**src/rtl/sp_pkg.sv**
```systemverilog
package sp_pkg;
  localparam int N_STREAMS = 2;
  localparam int S_AUD     = 0;
  localparam int S_TEL     = 1;

  // control word bit positions
  localparam int AUD_LSB = 0;
  localparam int TEL_LSB = 8;
  localparam int EN_BIT  = 16;
  localparam int PACE_BIT = 18;
  localparam int MASK_BIT = 19;

  typedef struct packed {
    logic irq_mask;
    logic paced;
    logic enable;
  } sp_mode_t;
endpackage

```
**src/rtl/sp_ctrl_reg.sv**
```systemverilog
module sp_ctrl_reg
  import sp_pkg::*;
#(
  parameter int DATA_W  = 32,
  parameter int DIV_W   = 7,
  parameter int AUD_MIN = 6,
  parameter int TEL_MIN = 16
) (
  input  logic              clk,
  input  logic              rst_n,
  input  logic              wr_en,
  input  logic [DATA_W-1:0] wdata,
  output logic [DIV_W-1:0]  aud_div,
  output logic [DIV_W-1:0]  tel_div,
  output sp_mode_t          mode,
  output logic [DATA_W-1:0] rdata
);
  localparam logic [DIV_W-1:0] AUD_FLOOR = DIV_W'(AUD_MIN);
  localparam logic [DIV_W-1:0] TEL_FLOOR = DIV_W'(TEL_MIN);

  function automatic logic [DIV_W-1:0] floor_div(input logic [DIV_W-1:0] v,
                                                 input logic [DIV_W-1:0] lo);
    return (v < lo) ? lo : v;
  endfunction

  always_ff @(posedge clk or negedge rst_n) begin
    if (!rst_n) begin
      aud_div <= AUD_FLOOR;
      tel_div <= TEL_FLOOR;
      mode    <= '0;
    end else if (wr_en) begin
      aud_div       <= floor_div(wdata[AUD_LSB +: DIV_W], AUD_FLOOR);
      tel_div       <= floor_div(wdata[TEL_LSB +: DIV_W], TEL_FLOOR);
      mode.enable   <= wdata[EN_BIT];
      mode.paced    <= wdata[PACE_BIT];
      mode.irq_mask <= wdata[MASK_BIT];
    end
  end

  always_comb begin
    rdata                    = '0;
    rdata[AUD_LSB +: DIV_W]  = aud_div;
    rdata[TEL_LSB +: DIV_W]  = tel_div;
    rdata[EN_BIT]            = mode.enable;
    rdata[PACE_BIT]          = mode.paced;
    rdata[MASK_BIT]          = mode.irq_mask;
  end
endmodule

```
**src/rtl/sp_stream.sv**
```systemverilog
module sp_stream #(
  parameter int DIV_W    = 7,
  parameter int PRESCALE = 32,
  parameter int CNT_W    = 12
) (
  input  logic             clk,
  input  logic             rst_n,
  input  logic             en,
  input  logic             paced,
  input  logic             tick,
  input  logic [DIV_W-1:0] div,
  input  logic             rx_valid,
  output logic             tx_req,
  output logic             rx_store
);
  logic [CNT_W-1:0] cnt;
  logic [CNT_W-1:0] reload;
  logic             primed;
  logic             expire;
  logic             armed;

  assign reload = CNT_W'(PRESCALE) * CNT_W'(div) - CNT_W'(1);

  always_ff @(posedge clk or negedge rst_n) begin
    if (!rst_n) begin
      cnt    <= '0;
      primed <= 1'b0;
      expire <= 1'b0;
      armed  <= 1'b0;
    end else begin
      expire <= 1'b0;
      if (!en) begin
        primed <= 1'b0;
        cnt    <= '0;
      end else if (!primed) begin
        primed <= 1'b1;
        cnt    <= reload;
      end else if (tick) begin
        if (cnt == '0) begin
          cnt    <= reload;
          expire <= 1'b1;
        end else begin
          cnt <= cnt - CNT_W'(1);
        end
      end
      armed <= en & paced & (armed | rx_valid);
    end
  end

  assign tx_req   = en & expire;
  assign rx_store = en & ((paced & armed) ? expire : rx_valid);
endmodule

```
**src/rtl/sample_pacer.sv**
```systemverilog
module sample_pacer
  import sp_pkg::*;
#(
  parameter int DIV_W    = 7,
  parameter int PRESCALE = 32,
  parameter int AUD_MIN  = 6,
  parameter int TEL_MIN  = 16
) (
  input  logic        clk,
  input  logic        rst_n,
  input  logic        reg_wr_en,
  input  logic [31:0] reg_wdata,
  output logic [31:0] reg_rdata,
  input  logic        bit_tick,
  input  logic        aud_rx_valid,
  input  logic        tel_rx_valid,
  input  logic        tel_tx_low,
  output logic        aud_tx_req,
  output logic        tel_tx_req,
  output logic        aud_rx_store,
  output logic        tel_rx_store,
  output logic        tel_tx_irq,
  output logic        port_en
);
  localparam int CNT_W = $clog2(PRESCALE * (2 ** DIV_W));

  logic [DIV_W-1:0]     div_a [N_STREAMS];
  logic [N_STREAMS-1:0] valid_v;
  logic [N_STREAMS-1:0] req_v;
  logic [N_STREAMS-1:0] store_v;
  sp_mode_t             mode;

  sp_ctrl_reg #(
    .DATA_W (32),
    .DIV_W  (DIV_W),
    .AUD_MIN(AUD_MIN),
    .TEL_MIN(TEL_MIN)
  ) u_ctrl (
    .clk    (clk),
    .rst_n  (rst_n),
    .wr_en  (reg_wr_en),
    .wdata  (reg_wdata),
    .aud_div(div_a[S_AUD]),
    .tel_div(div_a[S_TEL]),
    .mode   (mode),
    .rdata  (reg_rdata)
  );

  assign valid_v[S_AUD] = aud_rx_valid;
  assign valid_v[S_TEL] = tel_rx_valid;

  for (genvar s = 0; s < N_STREAMS; s++) begin : g_stream
    sp_stream #(
      .DIV_W   (DIV_W),
      .PRESCALE(PRESCALE),
      .CNT_W   (CNT_W)
    ) u_stream (
      .clk     (clk),
      .rst_n   (rst_n),
      .en      (mode.enable),
      .paced   (mode.paced),
      .tick    (bit_tick),
      .div     (div_a[s]),
      .rx_valid(valid_v[s]),
      .tx_req  (req_v[s]),
      .rx_store(store_v[s])
    );
  end

  assign aud_tx_req   = req_v[S_AUD];
  assign tel_tx_req   = req_v[S_TEL];
  assign aud_rx_store = store_v[S_AUD];
  assign tel_rx_store = store_v[S_TEL];
  assign tel_tx_irq   = mode.enable & mode.irq_mask & tel_tx_low;
  assign port_en      = mode.enable;
endmodule

```
**config.mk**
```make
export PLATFORM = sky130hd
export DESIGN_NAME = sample_pacer
export DESIGN_NICKNAME = d
export VERILOG_FILES = /design/src/rtl/sp_pkg.sv /design/src/rtl/sp_ctrl_reg.sv /design/src/rtl/sp_stream.sv /design/src/rtl/sample_pacer.sv
export SDC_FILE = /design/constraint.sdc
export NUM_CORES = 1
export LEC_CHECK = 0
export BUFFER_PORTS_ARGS = -buffer_cell sky130_fd_sc_hd__buf_2
export CORE_UTILIZATION = 35
export DETAILED_ROUTE_END_ITERATION = 16
export PLACE_DENSITY = 0.62
export SLEW_MARGIN = 20
export SYNTH_ARGS = -nofsm -noshare
export SYNTH_HDL_FRONTEND = slang
export SYNTH_SLANG_ARGS = --single-unit
export TNS_END_PERCENT = 20
```
**constraint.sdc**
```tcl
create_clock -name clk -period 3.5 [get_ports clk]
set_input_delay 0.35 -clock clk [delete_from_list [all_inputs] [get_ports clk]]
set_output_delay 0.35 -clock clk [all_outputs]
set_load 0.005 [all_outputs]
```
## Word-level counts from Yosys, hierarchy flattened

Cells that the tools add are included.

| word-level totals | value |
|---|---|
| register bits after elaboration | 46 |
| bits in latches | 0 |
| memory bits (writable) | 0 |
| ROM bits | 0 |
| input bits | 39 |
| output and inout port bits | 38 |
| logic and storage cells | 55 |
| memories kept | 0 |

| cells by class | value |
|---|---|
| $add $sub $neg | 4 |
| multipliers | 0 |
| divide/modulo/power cells | 0 |
| magnitude comparators | 2 |
| eq/ne operators | 1 |
| shifts and indexed selects | 0 |
| mux-type cells | 21 |
| bitwise operators | 13 |
| reductions and logical operators | 2 |

Operators by type and width:

| kind | number |
|---|---|
| 12-bit two-way mux | 8 |
| 12-bit by 1-bit subtractor with 12-bit output (second input constant) | 4 |
| 12-bit logical NOT | 2 |
| 7-bit two-way mux | 2 |
| 1-bit bitwise AND | 11 |
| 1-bit two-way mux | 11 |
| 7-bit by 3-bit < comparator with 1-bit output (second input constant) | 1 |
| 7-bit by 5-bit < comparator with 1-bit output (second input constant) | 1 |
| 3-bit inequality test (second input constant) | 1 |
| 1-bit OR | 2 |

## Depth between registers and ports, before layout

| logic depth | value |
|---|---|
| depth in word-level cells | 5 |
| depth in mapped cells | 8 |
| depth with buffers taken out | 7 |

## Hierarchy

Synthesis repeated with hierarchy kept, for this count alone.

| second synthesis, totals | value |
|---|---|
| cell total of the unflattened synthesis | 336 |
| area, all modules | 3069.2 µm² |

Modules (own cells, without submodules):

| module | times used | cells an instance | area an instance (µm²) | sequential area each (µm²) |
|---|---|---|---|---|
| sp_stream | 2 | 123 | 1063.5 | 375.4 |
| sp_ctrl_reg | 1 | 89 | 935.9 | 429.2 |
| sample_pacer | 1 | 1 | 6.3 | 0.0 |

## Worst setup path before layout

Ideal clock, no wire load.

| timing path | value |
|---|---|
| path type | register to register |
| start point | reg g_stream[0].u_stream.cnt[3] |
| end point | reg g_stream[0].u_stream.cnt[7] |
| library setup time | 0.132 ns |
| arrival time | 1.830 ns |
| data required time | 3.368 ns |
| setup slack | 1.538 ns |
| cell stages (with the launch flop) | 7 |
| path buffers | 1 |
| clock period less this slack | 1.962 ns |
| cell sequence | dfrtp_1 or4_4 o41ai_4 buf_6 o21ai_0 a22oi_1 nor2_1 |

| on the way | value |
|---|---|
| cells in the longest elaborated chain, start to end | 5 |
| elaborated cells between the ends (all ways) | 6 |
| classes of those cells | add/sub: 1; mux: 4; reduce/logical: 1 |

Ends and longest elaborated chain:

| element | line | RTL |
|---|---|---|
| from (decl) | sp_stream.sv:16 | `logic [CNT_W-1:0] cnt;` |
| from (signal assigned) | sp_stream.sv:37 | `cnt <= reload;` |
| from (signal assigned) | sp_stream.sv:40 | `cnt <= reload;` |
| from (signal assigned) | sp_stream.sv:43 | `cnt <= cnt - CNT_W'(1);` |
| 12-bit by 1-bit subtractor with 12-bit output or 12-bit logical NOT (tied branches) | sp_stream.sv:43, sp_stream.sv:39 |  |
| 12-bit two-way mux * | sp_stream.sv:39 | `if (cnt == '0) begin` |
| 12-bit two-way mux * | sp_stream.sv:38 | `end else if (tick) begin` |
| 12-bit two-way mux * | sp_stream.sv:35 | `end else if (!primed) begin` |
| 12-bit two-way mux * | sp_stream.sv:32 | `if (!en) begin` |

Mark *: on every way between the ends. The rest lies on a longest branch, timed or not. The select of a mux whose other input is x is not followed.
A chain may end at the register's enable or synchronous reset.

## Worst setup path after layout

| timing path | value |
|---|---|
| start point | reg g_stream[0].u_stream.cnt[2] |
| end point | reg g_stream[0].u_stream.cnt[3] |

The elaborated chain is that of the path after synthesis.

==> results.ini <==
[floorplan]
start_util_pct=36.2
die_x_um=91.4
die-area_sq_um=8350
chipHeight_um=91.4
io-pin-count=77
core_area_sq_um=7730
placementRows=32

[critical_path]
slowest_stage=o41ai_4
arrival_ns=2.57
worstSetupPathType=reg2reg
crit_family=compound AO/OA/AOI/OAI gates
cp_max_fo=11
end_kind=flip-flop
worst-path-buf-inv=0
cp_cell_sequence=or4_4 -> o41ai_4 -> o21a_1 -> nor2_1 -> a311oi_1
critPathMaxStageDelay_ns=0.72
regToRegStartpoint=g_stream[0].u_stream.cnt[2]
crit_start=g_stream[0].u_stream.cnt[2]
critPathLaunchType=flip-flop
worst_ep_required_time_ns=3.71

[grt]
grt_use_met2_pct=25.6
antenna_found_initial=0
busiest_layer=met2
grt_pass1_wl_mm=11.0
grt.total_usage_pct=16.2
grt_pass1_vias=2240
overflow=0
met3_usage_pct=3.27
grt_start_max_net_pins=47
grt_use_met1_pct=23.1

[sta]
whs_ns=0.0409
setup_viol=0
rsz0062_at_grt=no
worst_slack_ns=1.13
max_slew.worst_pin.slew_ns=0.686
setup_tns_ns=0
hold_viol=0
fmax_ghz=0.422
fin_crit_ns=2.37
slew_headroom_pct=54.1
slew_violations=0
fin_crit_sh_pct=67.7
finClkSkew_ns=0.0138

[detailed_routing]
drc=0
finalWirelength_mm=6.35
vias=2418
antenna_left=0
wl_per_cell_um=13.8
drt-initial-drc-count=128
firstDrtPassIters=4
vias_per_cell=5.25

[logic_synthesis]
synth_edf_count=0
syn_area_per_cell_sq_um=8.80
yosysSeqAreaShare_pct=41.3
ys_ff_latch=46
synth.top_cell.area_share_pct=38.5
synth_ff_type=dfrtp_1
synth_area_sq_um=2800
synth_area_leaders=dfrtp_1 38%, buf_4 4.6%, nor2_1 4.3%
synth_warnings=0
yosysTopAreaCell=dfrtp_1
synth.distinct_cells=54
netlist_instances=318
synthArstFlopShare_pct=100

[flow_run]
cap_violations=0

[finish]
layout.cells.non_filler=461
nFillCells=760
diodes=0
layout_common_cells=45 x buf_2, 43 x dfrtp_1, 32 x nor2_1
syn_to_final_growth_pct=12.8
nets=403
layout-drive-gt1-share_pct=20.6
layout_commonest_cell=buf_2

[placed_design]
port_buffers=46
dp_hpwl_mm=4.55
dp_cells=453
gp_congestion=0.816
preCtsSetupSlack_ns=1.15

[pwr]
peakVddDrop_v=0.000180
powerDensity_nw_per_um2=463
switching_share_pct=34.0
comb_power_share_pct=26.0
finalPower_mw=1.46
clockPowerShare_pct=28.1
p_int_mw=0.964
cellLeakagePower_nw=1.42
seqPwrFrac_pct=45.9
power_switching_mw=0.497

[clocking]
cts_hold_buf=0
cts_tree=yes
insertion_delay_ns=0.31
cts_resized=0
cts_root_buf=clkbuf_8
clk_pin_slew_worst_paths_ns=0.09
htreeDepth=2
postCtsSetupRepairBufs=0
cts_buffers=5
cts.sinks=46
clock_tree.buffer_depth=2

[run_status]
status=finished, final reports clean

[hold_path]
min_path_type=in2async

## final cells by class
class | instances | area [sq um] | share of cell area (%)
timing repair buffer | 48 | 248 | 7.85
clock inverter | 3 | 43.8 | 1.39
sequential | 46 | 1150 | 36.6
clock buffer | 5 | 68.8 | 2.18
inverter | 14 | 52.6 | 1.67
tap | 102 | 128 | 4.04
multi-input combinational | 243 | 1460 | 46.3
## Yosys cell counts (all sizes together) (4+ instances only)
cell and instances:
o22ai 7, buf 22, nor3 11, nor4 8
or4 5, o21ai 22, and3 4, nor2 32
a21oi 20, nand2 30, mux2 8, and2 4
dfrtp 43, xnor2 4, inv 14, xor2 4
clkbuf 7, ha 6, nand3 17
## power by group through the flow
stage	Sequential (mW)	Clock [mW]	Combinational [mW]
2_1_floorplan	0.663	0	0.289
3_3_place_gp	0.678	0	0.370
3_5_place_dp	0.679	0	0.379
4_1_cts	0.670	0.419	0.380
5_1_grt	0.684	0.439	0.429
6_report	0.670	0.411	0.380
## state kept, by name, indices dropped and copies added (netlist names)
name	flops
g_stream.u_stream.cnt	24
u_ctrl.tel_div	7
g_stream.u_stream.armed	2
g_stream.u_stream.expire	2
g_stream.u_stream.primed	1
u_ctrl.aud_div	7
u_ctrl.mode	3
## logic make-up after synthesis
family / synth area share [%]
and+or+nand+nor: 23.2
muxes: 3.58
other: 0.134
DFF: 41.3
xor gates and xnor gates: 2.50
AOI/OAI and AO/OA: 18.2
adders and majority gates: 2.68
buffers and inverters: 8.41
## metrics by stage
stage	util [%]	instance area (sq um)
2_1_floorplan	-	2850
3_3_place_gp	39.3	3040
3_5_place_dp	39.3	3040
4_1_cts	40.8	3150
5_1_grt	40.8	3160
6_report	40.8	3160
## worst register-to-register path: stages (launching register included)
cell	delay (ns)
dfrtp_1	0.46
or4_4	0.60
o41ai_4	0.72
o21a_1	0.23
nor2_1	0.04
a311oi_1	0.23
## per-layer routing
metal / share of wire (%) / vias to the layer above / wire, um
met1: 49 / 1134 / 3090
li1: - / 1196 / -
met2: 45 / 86 / 2890
met3: 5.8 / 2 / 366
met5: 0 / - / 0
met4: 0.22 / 0 / 14
## path summary, 6_finish.rpt
| kind | slack, ns | cells past startpoint | to |
|---|---|---|---|
| worst max-delay path | 1.13 | 5 | g_stream[0].u_stream.cnt[3] |
| worst min-delay path | 0.04 | 1 | u_ctrl.tel_div[3] |
| worst max register to register | 1.13 | 5 | g_stream[0].u_stream.cnt[3] |
| worst min register to register | 0.50 | 2 | g_stream[0].u_stream.cnt[10] |
| max in group asynchronous | 3.06 | 1 | g_stream[0].u_stream.cnt[3] |
| min in group clk | 0.24 | 3 | u_ctrl.mode[0] |
Power figures use the tool's default switching activity.
